--- src/rtl/flash_seq_pkg.sv ---
package flash_seq_pkg;
  typedef enum logic [1:0] {OP_PROG = 2'd0, OP_CHIP = 2'd1, OP_SECT = 2'd2, OP_RSVD = 2'd3} op_e;
  typedef enum logic [1:0] {PH_IDLE, PH_WLO, PH_RD, PH_HI} bus_ph_e;
  typedef enum logic [2:0] {ST_IDLE, ST_CMD, ST_SEC, ST_POLL, ST_RST, ST_FIN} seq_st_e;

  localparam logic [15:0] UNL_A1 = 16'h5555;
  localparam logic [15:0] UNL_A2 = 16'h2AAA;
  localparam logic [7:0]  UNL_D1 = 8'hAA;
  localparam logic [7:0]  UNL_D2 = 8'h55;
  localparam logic [7:0]  CMD_PROG  = 8'hA0;
  localparam logic [7:0]  CMD_ERASE = 8'h80;
  localparam logic [7:0]  CMD_CHIP  = 8'h10;
  localparam logic [7:0]  CMD_SECT  = 8'h30;
  localparam logic [7:0]  CMD_RESET = 8'hF0;
endpackage

--- src/rtl/flash_bus_cycle.sv ---
module flash_bus_cycle
  import flash_seq_pkg::*;
#(
  parameter int AW     = 19,
  parameter int WE_LO  = 3,
  parameter int WE_HI  = 2,
  parameter int RD_DLY = 3
) (
  input  logic          clk_i,
  input  logic          rst_ni,
  input  logic          start_i,
  input  logic          rd_i,
  input  logic [AW-1:0] addr_i,
  input  logic [7:0]    data_i,
  output logic          done_o,
  output logic [7:0]    rdata_o,
  output logic          ce_no,
  output logic          we_no,
  output logic          oe_no,
  output logic [AW-1:0] fa_o,
  output logic [7:0]    fd_o,
  output logic          fd_oe_o,
  input  logic [7:0]    fd_i
);
  localparam int MAX_A = (WE_LO > WE_HI) ? WE_LO : WE_HI;
  localparam int MAXC  = (MAX_A > RD_DLY) ? MAX_A : RD_DLY;
  localparam int CW    = $clog2(MAXC + 1);
  localparam logic [CW-1:0] LO_N = CW'(WE_LO - 1);
  localparam logic [CW-1:0] HI_N = CW'(WE_HI - 1);
  localparam logic [CW-1:0] RD_N = CW'(RD_DLY - 1);

  bus_ph_e       ph_q;
  logic [CW-1:0] cnt_q;
  logic [AW-1:0] addr_q;
  logic [7:0]    data_q, rdata_q;

  always_ff @(posedge clk_i or negedge rst_ni) begin
    if (!rst_ni) begin
      ph_q    <= PH_IDLE;
      cnt_q   <= '0;
      addr_q  <= '0;
      data_q  <= '0;
      rdata_q <= '0;
    end else begin
      unique case (ph_q)
        PH_IDLE: if (start_i) begin
          addr_q <= addr_i;
          data_q <= data_i;
          ph_q   <= rd_i ? PH_RD : PH_WLO;
          cnt_q  <= rd_i ? RD_N : LO_N;
        end
        PH_WLO: if (cnt_q == '0) begin
          ph_q  <= PH_HI;
          cnt_q <= HI_N;
        end else cnt_q <= cnt_q - 1'b1;
        PH_RD: if (cnt_q == '0) begin
          rdata_q <= fd_i;
          ph_q    <= PH_HI;
          cnt_q   <= HI_N;
        end else cnt_q <= cnt_q - 1'b1;
        PH_HI: if (cnt_q == '0) ph_q <= PH_IDLE;
               else cnt_q <= cnt_q - 1'b1;
        default: ph_q <= PH_IDLE;
      endcase
    end
  end

  assign done_o  = (ph_q == PH_HI) && (cnt_q == '0);
  assign rdata_o = rdata_q;
  assign ce_no   = !((ph_q == PH_WLO) || (ph_q == PH_RD));
  assign we_no   = (ph_q != PH_WLO);
  assign oe_no   = (ph_q != PH_RD);
  assign fd_oe_o = (ph_q == PH_WLO);
  assign fa_o    = addr_q;
  assign fd_o    = data_q;
endmodule

--- src/rtl/flash_cmd_rom.sv ---
module flash_cmd_rom
  import flash_seq_pkg::*;
#(
  parameter int AW = 19
) (
  input  op_e           op_i,
  input  logic [2:0]    step_i,
  input  logic [AW-1:0] tgt_addr_i,
  input  logic [7:0]    tgt_data_i,
  output logic [AW-1:0] addr_o,
  output logic [7:0]    data_o
);
  localparam logic [AW-1:0] A1 = AW'(UNL_A1);
  localparam logic [AW-1:0] A2 = AW'(UNL_A2);

  always_comb begin
    addr_o = A1;
    data_o = UNL_D1;
    unique case (step_i)
      3'd0: begin addr_o = A1; data_o = UNL_D1; end
      3'd1: begin addr_o = A2; data_o = UNL_D2; end
      3'd2: begin addr_o = A1; data_o = (op_i == OP_PROG) ? CMD_PROG : CMD_ERASE; end
      3'd3: begin
        addr_o = (op_i == OP_PROG) ? tgt_addr_i : A1;
        data_o = (op_i == OP_PROG) ? tgt_data_i : UNL_D1;
      end
      3'd4: begin addr_o = A2; data_o = UNL_D2; end
      3'd5: begin addr_o = A1; data_o = CMD_CHIP; end
      default: begin addr_o = A1; data_o = CMD_RESET; end
    endcase
  end
endmodule

--- src/rtl/flash_sec_pick.sv ---
module flash_sec_pick #(
  parameter int NSEC = 8,
  localparam int SB  = $clog2(NSEC)
) (
  input  logic [NSEC-1:0] mask_i,
  output logic            any_o,
  output logic [SB-1:0]   idx_o
);
  always_comb begin
    idx_o = '0;
    for (int i = NSEC - 1; i >= 0; i--) begin
      if (mask_i[i]) idx_o = SB'(i);
    end
  end
  assign any_o = |mask_i;
endmodule

--- src/rtl/flash_prog_poll.sv ---
module flash_prog_poll
  import flash_seq_pkg::*;
#(
  parameter int AW       = 19,
  parameter int NSEC     = 8,
  parameter int WE_LO    = 3,
  parameter int WE_HI    = 2,
  parameter int RD_DLY   = 3,
  parameter int POLL_MAX = 1024
) (
  input  logic            clk_i,
  input  logic            rst_ni,
  input  logic            req_i,
  input  logic [1:0]      op_i,
  input  logic [AW-1:0]   addr_i,
  input  logic [7:0]      data_i,
  input  logic [NSEC-1:0] sec_mask_i,
  output logic            busy_o,
  output logic            done_o,
  output logic            err_o,
  output logic            ce_no,
  output logic            we_no,
  output logic            oe_no,
  output logic [AW-1:0]   fa_o,
  output logic [7:0]      fd_o,
  output logic            fd_oe_o,
  input  logic [7:0]      fd_i
);
  localparam int SB = $clog2(NSEC);
  localparam int PW = $clog2(POLL_MAX + 1);
  localparam logic [PW-1:0] PCNT_LAST = PW'(POLL_MAX - 1);

  seq_st_e         st_q;
  op_e             op_q;
  logic            wait_q, rd_idx_q, rech_q, err_q;
  logic [2:0]      step_q;
  logic [AW-1:0]   tgt_a_q, poll_a_q;
  logic [7:0]      tgt_d_q, rd1_q;
  logic [NSEC-1:0] rem_q;
  logic [PW-1:0]   pcnt_q;

  logic            bus_start, bus_rd, bus_done;
  logic [AW-1:0]   bus_a, rom_a;
  logic [7:0]      bus_d, rom_d, bus_rdata;
  logic            rem_any, new_any;
  logic [SB-1:0]   rem_idx, new_idx;
  logic [2:0]      last_step;
  op_e             op_in;

  assign op_in = op_e'(op_i);

  flash_cmd_rom #(.AW(AW)) u_rom (
    .op_i(op_q), .step_i(step_q), .tgt_addr_i(tgt_a_q), .tgt_data_i(tgt_d_q),
    .addr_o(rom_a), .data_o(rom_d)
  );

  flash_sec_pick #(.NSEC(NSEC)) u_pick_rem (.mask_i(rem_q), .any_o(rem_any), .idx_o(rem_idx));
  flash_sec_pick #(.NSEC(NSEC)) u_pick_new (.mask_i(sec_mask_i), .any_o(new_any), .idx_o(new_idx));

  flash_bus_cycle #(.AW(AW), .WE_LO(WE_LO), .WE_HI(WE_HI), .RD_DLY(RD_DLY)) u_bus (
    .clk_i, .rst_ni, .start_i(bus_start), .rd_i(bus_rd), .addr_i(bus_a), .data_i(bus_d),
    .done_o(bus_done), .rdata_o(bus_rdata), .ce_no, .we_no, .oe_no, .fa_o, .fd_o,
    .fd_oe_o, .fd_i
  );

  always_comb begin
    unique case (op_q)
      OP_PROG: last_step = 3'd3;
      OP_CHIP: last_step = 3'd5;
      default: last_step = 3'd4;
    endcase
  end

  always_comb begin
    bus_start = 1'b0;
    bus_rd    = 1'b0;
    bus_a     = '0;
    bus_d     = '0;
    unique case (st_q)
      ST_CMD:  begin bus_start = !wait_q; bus_a = rom_a; bus_d = rom_d; end
      ST_SEC:  begin bus_start = !wait_q; bus_a = {rem_idx, {(AW-SB){1'b0}}}; bus_d = CMD_SECT; end
      ST_POLL: begin bus_start = !wait_q; bus_rd = 1'b1; bus_a = poll_a_q; end
      ST_RST:  begin bus_start = !wait_q; bus_a = poll_a_q; bus_d = CMD_RESET; end
      default: ;
    endcase
  end

  always_ff @(posedge clk_i or negedge rst_ni) begin
    if (!rst_ni) begin
      st_q     <= ST_IDLE;
      op_q     <= OP_PROG;
      wait_q   <= 1'b0;
      rd_idx_q <= 1'b0;
      rech_q   <= 1'b0;
      err_q    <= 1'b0;
      step_q   <= '0;
      tgt_a_q  <= '0;
      poll_a_q <= '0;
      tgt_d_q  <= '0;
      rd1_q    <= '0;
      rem_q    <= '0;
      pcnt_q   <= '0;
    end else if (st_q == ST_IDLE) begin
      if (req_i) begin
        op_q     <= op_in;
        tgt_a_q  <= addr_i;
        tgt_d_q  <= data_i;
        rem_q    <= sec_mask_i;
        step_q   <= '0;
        wait_q   <= 1'b0;
        rd_idx_q <= 1'b0;
        rech_q   <= 1'b0;
        pcnt_q   <= '0;
        err_q    <= 1'b0;
        poll_a_q <= (op_in == OP_SECT) ? {new_idx, {(AW-SB){1'b0}}} : addr_i;
        if (op_in == OP_RSVD || (op_in == OP_SECT && !new_any)) begin
          err_q <= 1'b1;
          st_q  <= ST_FIN;
        end else st_q <= ST_CMD;
      end
    end else if (st_q == ST_FIN) begin
      st_q <= ST_IDLE;
    end else if (bus_start) begin
      wait_q <= 1'b1;
    end else if (wait_q && bus_done) begin
      wait_q <= 1'b0;
      unique case (st_q)
        ST_CMD: begin
          step_q <= step_q + 1'b1;
          if (step_q == last_step) st_q <= (op_q == OP_SECT) ? ST_SEC : ST_POLL;
        end
        ST_SEC: begin
          rem_q[rem_idx] <= 1'b0;
          if ($countones(rem_q) == 1) st_q <= ST_POLL;
        end
        ST_POLL: begin
          rd_idx_q <= !rd_idx_q;
          if (!rd_idx_q) rd1_q <= bus_rdata;
          else if (rd1_q[6] == bus_rdata[6]) st_q <= ST_FIN;
          else if (rech_q) begin
            err_q <= 1'b1;
            st_q  <= ST_RST;
          end else if (bus_rdata[5]) rech_q <= 1'b1;
          else if (pcnt_q == PCNT_LAST) begin
            err_q <= 1'b1;
            st_q  <= ST_RST;
          end else pcnt_q <= pcnt_q + 1'b1;
        end
        ST_RST: st_q <= ST_FIN;
        default: st_q <= ST_IDLE;
      endcase
    end
  end

  assign busy_o = (st_q != ST_IDLE);
  assign done_o = (st_q == ST_FIN);
  assign err_o  = done_o && err_q;

  logic unused_any;
  assign unused_any = rem_any;
endmodule

--- config.mk ---
export PLATFORM = sky130hd
export DESIGN_NAME = flash_prog_poll
export DESIGN_NICKNAME = d
export VERILOG_FILES = /design/src/rtl/flash_seq_pkg.sv /design/src/rtl/flash_bus_cycle.sv /design/src/rtl/flash_cmd_rom.sv /design/src/rtl/flash_sec_pick.sv /design/src/rtl/flash_prog_poll.sv
export SDC_FILE = /design/constraint.sdc
export NUM_CORES = 1
export LEC_CHECK = 0
export CORE_UTILIZATION = 30
export CTS_CLUSTER_DIAMETER = 50
export CTS_CLUSTER_SIZE = 16
export DETAILED_ROUTE_END_ITERATION = 7
export SLEW_MARGIN = 15
export SYNTH_ARGS = -nofsm -noshare
export SYNTH_HDL_FRONTEND = slang
export SYNTH_SLANG_ARGS = --single-unit
--- constraint.sdc ---
create_clock -name clk_i -period 11.95 [get_ports clk_i]
set_input_delay 1.7925 -clock clk_i [delete_from_list [all_inputs] [get_ports clk_i]]
set_output_delay 1.7925 -clock clk_i [all_outputs]
set_load 0.05 [all_outputs]
==> results of run 1 <==
## state kept, by name, summed over array words and instances (netlist names), 2 cells and up
name and cells:
u_bus.cnt_q 2, rem_q 8, op_q 2, step_q 3, tgt_d_q 8, poll_a_q 19
tgt_a_q 19, u_bus.ph_q 2, pcnt_q 11, u_bus.rdata_o 2, st_q 3, u_bus.fa_o 19
u_bus.fd_o 8
## cells in the final DEF (no fill, tap or decap), drive strengths merged, types with 4 or more instances in the layout
cell | synthesis | final
nor4 | 5 | 5
nand3 | 10 | 10
inv | 31 | 35
a221oi | 9 | 9
and3 | 6 | 6
nand4 | 6 | 6
o21ai | 74 | 74
a31oi | 4 | 4
xor2 | 8 | 8
fa | 4 | 4
mux2 | 7 | 7
clkdlybuf4s50 | 0 | 74
a21oi | 30 | 30
a22o | 4 | 4
ha | 17 | 17
o31ai | 5 | 5
o211ai | 4 | 4
nand2 | 169 | 169
nor2b | 8 | 8
nor2 | 39 | 39
nor3 | 9 | 9
clkbuf | 20 | 9
or3 | 4 | 4
a211oi | 5 | 5
nand3b | 5 | 5
nand2b | 5 | 5
dfrtp | 111 | 111
buf | 11 | 4
## logic make-up (layout without fill, tap and decap cells)
logic type / after synthesis / after routing / share of synthesized area
AO/OA/AOI/OAI: 158 / 158 / 0.169
multiplexers: 10 / 10 / 0.0189
AND/OR/NAND/NOR: 279 / 279 / 0.218
adder cells (fa/ha/maj): 21 / 21 / 0.0509
flip-flops: 111 / 111 / 0.483
buffers and inverters: 62 / 125 / 0.0470
XOR/XNOR: 9 / 9 / 0.0137
## tightest hold or removal path, delay by kind of cell, from the launching register on
family,cells,cell delay [ps]
AND/OR/NAND/NOR,2,100
flip-flops,1,350
## per-layer routing
| metal | wire length [um] | up-vias |
|---|---|---|
| met5 | 0 | - |
| met4 | 143 | 0 |
| met3 | 652 | 10 |
| li1 | - | 2338 |
| met2 | 6390 | 96 |
| met1 | 7030 | 2234 |
## layout make-up
type	count	area (um^2)
clock buffer	9	225
clock inverter	7	75.1
fill	1974	11800
inverter	31	116
multi-input combinational	477	2710
sequential	111	2780
tap	234	293
timing repair buffer	78	771
## worst paths after layout
path / slack [ps] / startpoint / end / cells after the start
max: 7520 / st_q[0]$_DFFE_PN0P_ / err_o / 3
min: 480 / tgt_a_q[12]$_DFFE_PN0P_ / tgt_a_q[12]$_DFFE_PN0P_ / 2
max reg2reg: 7960 / rem_q[0]$_DFFE_PN0P_ / st_q[1]$_DFFE_PN0P_ / 14
min reg2reg: 480 / tgt_a_q[12]$_DFFE_PN0P_ / tgt_a_q[12]$_DFFE_PN0P_ / 2
max in group asynchronous: 9270 / rst_ni / u_bus.cnt_q[0]$_DFFE_PN0P_ / 2
min in group asynchronous: 1430 / rst_ni / poll_a_q[15]$_DFFE_PN0P_ / 1
## metrics by stage
stage	total power, mW	cells
after global routing	2.02	947
after detailed placement	1.56	931
after floorplan	1.30	650
final	1.86	947
after CTS	1.88	947
after global placement	1.55	931
## power groups by stage
stage,Combinational [mW],Sequential (mW),Clock (mW)
after global placement,0.888,0.662,0
after global routing,1.01,0.682,0.331
final,0.894,0.658,0.307
after floorplan,0.584,0.717,0
after detailed placement,0.899,0.664,0
after CTS,0.903,0.658,0.318
==> results.cfg, run 1 <==
[floorplanning]
fp-row-count = 50
die_h_um = 141
die_area_mm2 = 0.0197
start_util = 0.307
core_area_mm2 = 0.0188
die_x_um = 141
io_pins = 82

[global_route]
grt_pass1_wl_mm = 23.6
grt.overflow.total = 0
gr-usage-met2 = 0.241
track_usage = 0.153
use_met3 = 0.0321
grt_pass1_vias = 4515
use_met1 = 0.214
top_usage_layer = met2
antenna_found_initial = 0
grt_max_degree = 72

[run]
maxCapViolCount = 0

[power]
sequentialPowerShare = 0.354
cellPowerDensity_mw_per_mm2 = 267
power_frac_comb = 0.481
intPower_mw = 1.01
p_leak_nw = 3.11
switchingPower_mw = 0.851
pwr-share-clk = 0.165
ir_worst_vdd_v = 0.000181
p_sw_frac = 0.457

[worst_setup_path]
crit_type = register to primary output
critical_path.max_stage_delay_ps = 880
cp_num_buf_inv = 1
crit_slowest_cell = dfrtp_1
critPathCaptureType = primary output
required_ps = 10160
arrival_ps = 2640
critPathTopFamily = flip-flops
startpoint_type = register
cp_cell_sequence = nor2b_1 -> and3_1 -> clkdlybuf4s50_1
worstPathMaxFanout = 25

[sta]
timing.slew.headroom = 0.295
worst_slack_ps = 7520
slew_viol_final = 0
fmax_mhz = 226
min_period_ps = 4430
skew_ps = 12.1
rsz0062_at_grt = false
fin_setup_tns_ps = 0
worstMarginPinSlew_ps = 1060
hold_viol_final = 0
holdWs_ps = 480
setup_viol = 0
finalCritPeriodShare = 0.371

[placement]
dpl.hpwl_mm = 9.60
routabilityCongestion = 0.815
portBuffers = 75
place_area_mm2 = 0.00667
dp_slack_ps = 7720

[yosys]
ys_seq_area_frac = 0.483
synthFlopType = dfrtp_1
yosysTopAreaCell = dfrtp_1
ys_top_cells_by_area = dfrtp_1 48%, nand2_1 11%, o21ai_0 6.3%, ha_1 3.7%, a21oi_1 2.6%
syn-cell-area_mm2 = 0.00576
synthTopCellsByCount = 169 x nand2_1, 111 x dfrtp_1, 72 x o21ai_0
netlist.area_leader.share = 0.483
synthesis.nets = 719
ys_seq_elements = 111
yosys_warnings = 0
synth.most_common_cell = nand2_1
post_synth_num_cell_types = 61
avgSynthCellArea_um2 = 8.85
synth_edf_count = 0
async_reset_ff_frac = 1.00
synthCells = 650

[clocking]
htreeDepth = 3
holdBufCountCts = 0
path_clk_slew_ps = 80
cts_buffer_depth = 2
cts_resized = 0
root_buffer = clkbuf_16
clock_latency_ps = 360
cts_tree = done
cts_setup_buffers = 0
clock-sinks = 111
cts_buffers = 9

[finish]
fin_area_mm2 = 0.00697
layout.nets = 777
n_antenna_cell = 0
drive_gt1_frac = 0.0533
fin_util = 0.371
syn_to_final_growth_pct = 21.0

[run_status]
status = finished clean

[drt]
drtIter0Drc = 244
vias = 4678
wirelength_mm = 14.2
final_antenna_net_count = 0
drt_pass1_iterations = 4
post-route-drc-count = 0
avgRoutedWirePerCell_um = 15.0
vias_per_cell = 4.94

[hold_path]
hold_class = register to register
Power figures use the tool's default switching activity.
==> run 2, diff against run 1 <==
==> constraint.sdc (replaced) <==
create_clock -name clk_i -period 4.6 [get_ports clk_i]
set_input_delay 0.69 -clock clk_i [delete_from_list [all_inputs] [get_ports clk_i]]
set_output_delay 0.69 -clock clk_i [all_outputs]
set_load 0.05 [all_outputs]
==> run 2 against run 1 <==
Effect of this change:
- combinational power increased to 2.6 times the previous value
- clock-buffer cell count is the same
- sequential cell count unchanged
- cell count grew 0.11%
- final area increased by 0.20%
- worst hold slack got worse by 120 ps
- register-to-register slack lost 7400 ps
- clock power grew to 2.6 times the previous value
- first-iteration DRC count rose by 30%
- critical path type is now register to register
- critical endpoint is now st_q[1]$_DFFE_PN0P_
- largest power group unchanged
==> results.cfg, run 2 (same netlist as run 1, synthesis figures left out) <==
[clocking]
clock_latency_ps = 370
cts_buffers = 9
htreeDepth = 3
cts_buffer_depth = 2
cts_resized = 0
cts_setup_buffers = 0
holdBufCountCts = 0
root_buffer = clkbuf_16
clock-sinks = 111
cts_tree = done
path_clk_slew_ps = 80

[worst_setup_path]
critPathCaptureType = register
worstPathMaxFanout = 6
crit_type = register to register
arrival_ps = 4300
reg2regPathDepth = 14
startpoint_type = register
required_ps = 4860

[run]
maxCapViolCount = 0

[drt]
vias = 4660
final_antenna_net_count = 0
wirelength_mm = 14.3
post-route-drc-count = 0
drtIter0Drc = 318
drt_pass1_iterations = 5
avgRoutedWirePerCell_um = 15.1
vias_per_cell = 4.92

[floorplanning]
die_h_um = 141
fp-row-count = 50
start_util = 0.307
io_pins = 82
core_area_mm2 = 0.0188
die_x_um = 141
die_area_mm2 = 0.0197

[global_route]
grt_max_degree = 72
use_met1 = 0.222
top_usage_layer = met2
gr-usage-met2 = 0.232
track_usage = 0.154
antenna_found_initial = 0
grt_pass1_wl_mm = 23.7
use_met3 = 0.0376
grt_pass1_vias = 4483
grt.overflow.total = 0

[sta]
fmax_mhz = 247
setup_viol = 0
finalCritPeriodShare = 0.879
timing.slew.headroom = 0.298
fin_setup_tns_ps = 0
slew_viol_final = 0
hold_viol_final = 0
skew_ps = 13.7
min_period_ps = 4040
worstMarginPinSlew_ps = 1050
rsz0062_at_grt = false

[power]
sequentialPowerShare = 0.351
power_frac_comb = 0.482
pwr-share-clk = 0.167
p_sw_frac = 0.460
ir_worst_vdd_v = 0.000508
cellPowerDensity_mw_per_mm2 = 696
switchingPower_mw = 2.23
p_leak_nw = 3.13
total_power_mw = 4.86
intPower_mw = 2.63

[placement]
routabilityCongestion = 0.789
dpl.hpwl_mm = 9.84
portBuffers = 75

[finish]
most-common-layout-cells = 169 x nand2_1, 111 x dfrtp_1, 74 x clkdlybuf4s50_1, 72 x o21ai_0, 38 x nor2_1
layout.nets = 778
n_antenna_cell = 0
fillers = 1929
drive_gt1_frac = 0.0546
layout.cells.most_common = nand2_1
syn_to_final_growth_pct = 21.3

[hold_path]
hold_class = input pin to asynchronous set/reset pin

[run_status]
status = finished clean
run 2: cell count changes in the layout (fill, tap and decap cells not counted):
cell        previous run  this run
clkinvlp_4             1         0
inv_12                 1         0
clkinv_8               1         2
inv_8                  0         2
buf_4                  4         5
inv_6                  3         2
run 2: routing by layer:
layer / share of wire / vias to the layer above
li1: - / 2344
met1: 0.51 / 2218
met2: 0.44 / 88
met3: 0.034 / 10
met4: 0.0086 / 0
met5: 0 / -
run 2: worst max-delay path, cell delays in order (launching register included):
cell and delay, ps:
dfrtp_1 430, inv_1 110, fa_1 560, fa_1 420, fa_1 440, inv_1 60
ha_1 170, inv_1 60, fa_1 380, nor2_1 100, a31o_2 160, a31oi_1 100
or3_1 430, nand2b_1 190, mux2_1 320
run 2: final timing paths:
kind | start | endpoint | slack [ps]
min in group clk_i | u_bus.fa_o[8]$_DFFE_PN0P_ | u_bus.fa_o[8]$_DFFE_PN0P_ | 480
setup / recovery | rem_q[0]$_DFFE_PN0P_ | st_q[1]$_DFFE_PN0P_ | 560
hold reg to reg | u_bus.fa_o[8]$_DFFE_PN0P_ | u_bus.fa_o[8]$_DFFE_PN0P_ | 480
setup reg to reg | rem_q[0]$_DFFE_PN0P_ | st_q[1]$_DFFE_PN0P_ | 560
hold / removal | rst_ni | poll_a_q[18]$_DFFE_PN0P_ | 360
max in group asynchronous | rst_ni | tgt_d_q[1]$_DFFE_PN0P_ | 3300
run 2: final cells by class:
cell class	instances	area (um^2)	share of cell area
sequential	111	2780	0.398
multi-input combinational	477	2710	0.388
timing repair buffer	79	778	0.112
tap	234	293	0.0420
clock buffer	9	225	0.0323
inverter	31	116	0.0167
clock inverter	7	81.3	0.0117
run 2: power groups by stage:
stage,clock network [mW],logic [mW],registers (mW)
6_report,0.809,2.34,1.71
2_1_floorplan,0,1.52,1.86
3_3_place_gp,0,2.31,1.72
3_5_place_dp,0,2.34,1.72
5_1_grt,0.874,2.63,1.76
4_1_cts,0.835,2.35,1.71
run 2: metrics by stage:
stage	utilization	hold WS, ps	cells	setup WS [ps]	area [um^2]
6_report	0.372	363	948	557	6980
5_1_grt	0.372	418	948	364	6980
4_1_cts	0.372	392	948	565	6980
3_5_place_dp	0.356	463	932	592	6670
3_3_place_gp	0.356	458	932	659	6670
2_1_floorplan	-	394	650	846	5760
==> run 3, diff against run 2 <==
==> constraint.sdc (replaced) <==
create_clock -name clk_i -period 4.85 [get_ports clk_i]
set_input_delay 0.7275 -clock clk_i [delete_from_list [all_inputs] [get_ports clk_i]]
set_output_delay 0.7275 -clock clk_i [all_outputs]
set_load 0.05 [all_outputs]
==> run 3 against run 2 <==
Effect of this change:
- sequential power shrank 5%
- total power shrank 4.3%
- worst hold slack lost 47 ps
- via count grew 0.26%
- routed wire length grew 0.26%
- non-clock buffer count is the same
- highest routed layer unchanged
==> results.cfg, run 3 (same netlist as run 1, synthesis figures left out) <==
[run_status]
status = finished clean

[finish]
regArea_mm2 = 0.00278
n_antenna_cell = 0
fillers = 1945
syn_to_final_growth_pct = 22.0
multi_input_area_mm2 = 0.00271
layout.cells.most_common = nand2_1
most-common-layout-cells = 169 x nand2_1, 111 x dfrtp_1, 74 x clkdlybuf4s50_1, 72 x o21ai_0, 38 x nor2_1
fin_util = 0.374
layout.nets = 778
layoutNonFillerInstCount = 948
drive_gt1_frac = 0.0546

[clocking]
cts_setup_buffers = 0
holdBufCountCts = 0
clock_latency_ps = 360
htreeDepth = 3
path_clk_slew_ps = 80
cts_buffers = 9
root_buffer = clkbuf_16
cts_tree = done
cts_resized = 0
clock-sinks = 111
cts_buffer_depth = 2

[worst_setup_path]
crit_type = register to register
startpoint_type = register
crit_slowest_cell = fa_1
critPathCaptureType = register
cp_cell_sequence = inv_1 -> fa_1 -> fa_1 -> fa_1 -> inv_1 -> ha_1 -> inv_1 -> fa_1 -> nor2_1 -> a31o_2 -> a31oi_1 -> or3_1 -> nand2b_1 -> mux2_1
arrival_ps = 4270
worstPathMaxFanout = 6
required_ps = 5100
path_common_cell = fa_1
critical_path.max_stage_delay_ps = 550

[drt]
final_antenna_net_count = 0
drtIter0Drc = 246
avgRoutedWirePerCell_um = 15.2
vias_per_cell = 4.93
wirelength_mm = 14.4
drt_pass1_iterations = 4
vias = 4672
post-route-drc-count = 0

[sta]
setup_viol = 0
timing.slew.headroom = 0.298
finalCritPeriodShare = 0.829
slew_viol_final = 0
worstMarginPinSlew_ps = 1050
hold_viol_final = 0
fin_setup_tns_ps = 0
holdWs_ps = 317
min_period_ps = 4020
rsz0062_at_grt = false
skew_ps = 7.43
fmax_mhz = 249

[placement]
dpl.hpwl_mm = 9.71
dp.cells = 931
portBuffers = 75
routabilityCongestion = 0.793

[floorplanning]
die_h_um = 141
io_pins = 82
core_area_mm2 = 0.0188
die_area_mm2 = 0.0197
fp-row-count = 50
die_x_um = 141
start_util = 0.307

[global_route]
track_usage = 0.154
grt_pass1_wl_mm = 23.7
grt_max_degree = 80
grt.overflow.total = 0
antenna_found_initial = 0
grt_pass1_vias = 4461

[power]
ir_worst_vdd_v = 0.000508
p_leak_nw = 3.14
cellPowerDensity_mw_per_mm2 = 662

[hold_path]
hold_class = input pin to asynchronous set/reset pin

[run]
maxCapViolCount = 0
## run 3: changes by cell type in the layout (fill, tap and decap cells not counted), sizes merged
| cell | before | now |
|---|---|---|
| bufinv | 0 | 1 |
| inv | 35 | 34 |
| clkinv | 3 | 2 |
| clkinvlp | 0 | 1 |
## run 3: where the power goes
part	switching [mW]	total [mW]	internal [mW]
Combinational	1.39	2.22	0.833
Sequential	0.330	1.62	1.29
Clock	0.389	0.808	0.419
Total	2.10	4.65	2.54
## run 3: metrics by stage
step	setup slack, ps	power (mW)	cell area (um^2)
after floorplan	1100	3.21	5760
after global placement	911	3.82	6670
after detailed placement	850	3.86	6670
after CTS	831	4.68	6990
after global routing	620	5.03	7020
final	831	4.65	7020
## run 3: layout make-up
class                   instances  share of cell area
repair buffers                 79               0.114
inverters                      31              0.0166
clock buffers                   9              0.0321
multi-input cells             477               0.386
flip-flops and latches        111               0.396
well taps                     234              0.0417
clock inverters                 7              0.0144
## run 3: path summary, 6_finish.rpt
kind	from	end	slack [ps]	cells after the start
worst min-delay path	rst_ni	u_bus.fa_o[15]$_DFFE_PN0P_	320	1
max in group asynchronous	rst_ni	pcnt_q[4]$_DFFE_PN0P_	3710	2
worst max register to register	rem_q[0]$_DFFE_PN0P_	st_q[1]$_DFFE_PN0P_	830	14
min in group clk_i	u_bus.fa_o[12]$_DFFE_PN0P_	u_bus.fa_o[12]$_DFFE_PN0P_	480	2
worst min register to register	u_bus.fa_o[12]$_DFFE_PN0P_	u_bus.fa_o[12]$_DFFE_PN0P_	480	2
worst max-delay path	rem_q[0]$_DFFE_PN0P_	st_q[1]$_DFFE_PN0P_	830	14
## run 3: per-layer routing
metal | vias up | GRT usage | part of all wire | routed length [um]
met4 | 0 | 0.0412 | 0.0071 | 102
li1 | 2344 | - | - | -
met1 | 2230 | 0.216 | 0.51 | 7300
met5 | - | 0 | 0 | 0
met3 | 7 | 0.0311 | 0.035 | 503
met2 | 91 | 0.242 | 0.45 | 6480
## run 3: worst max-delay path, delay by kind of cell (launching register included)
kind / cells / cell delay (ps)
adder cells (fa/ha/maj): 5 / 1940
AND/OR/NAND/NOR: 3 / 710
flip-flops: 1 / 420
multiplexers: 1 / 320
AO/OA/AOI/OAI: 2 / 260
buffers and inverters: 3 / 240
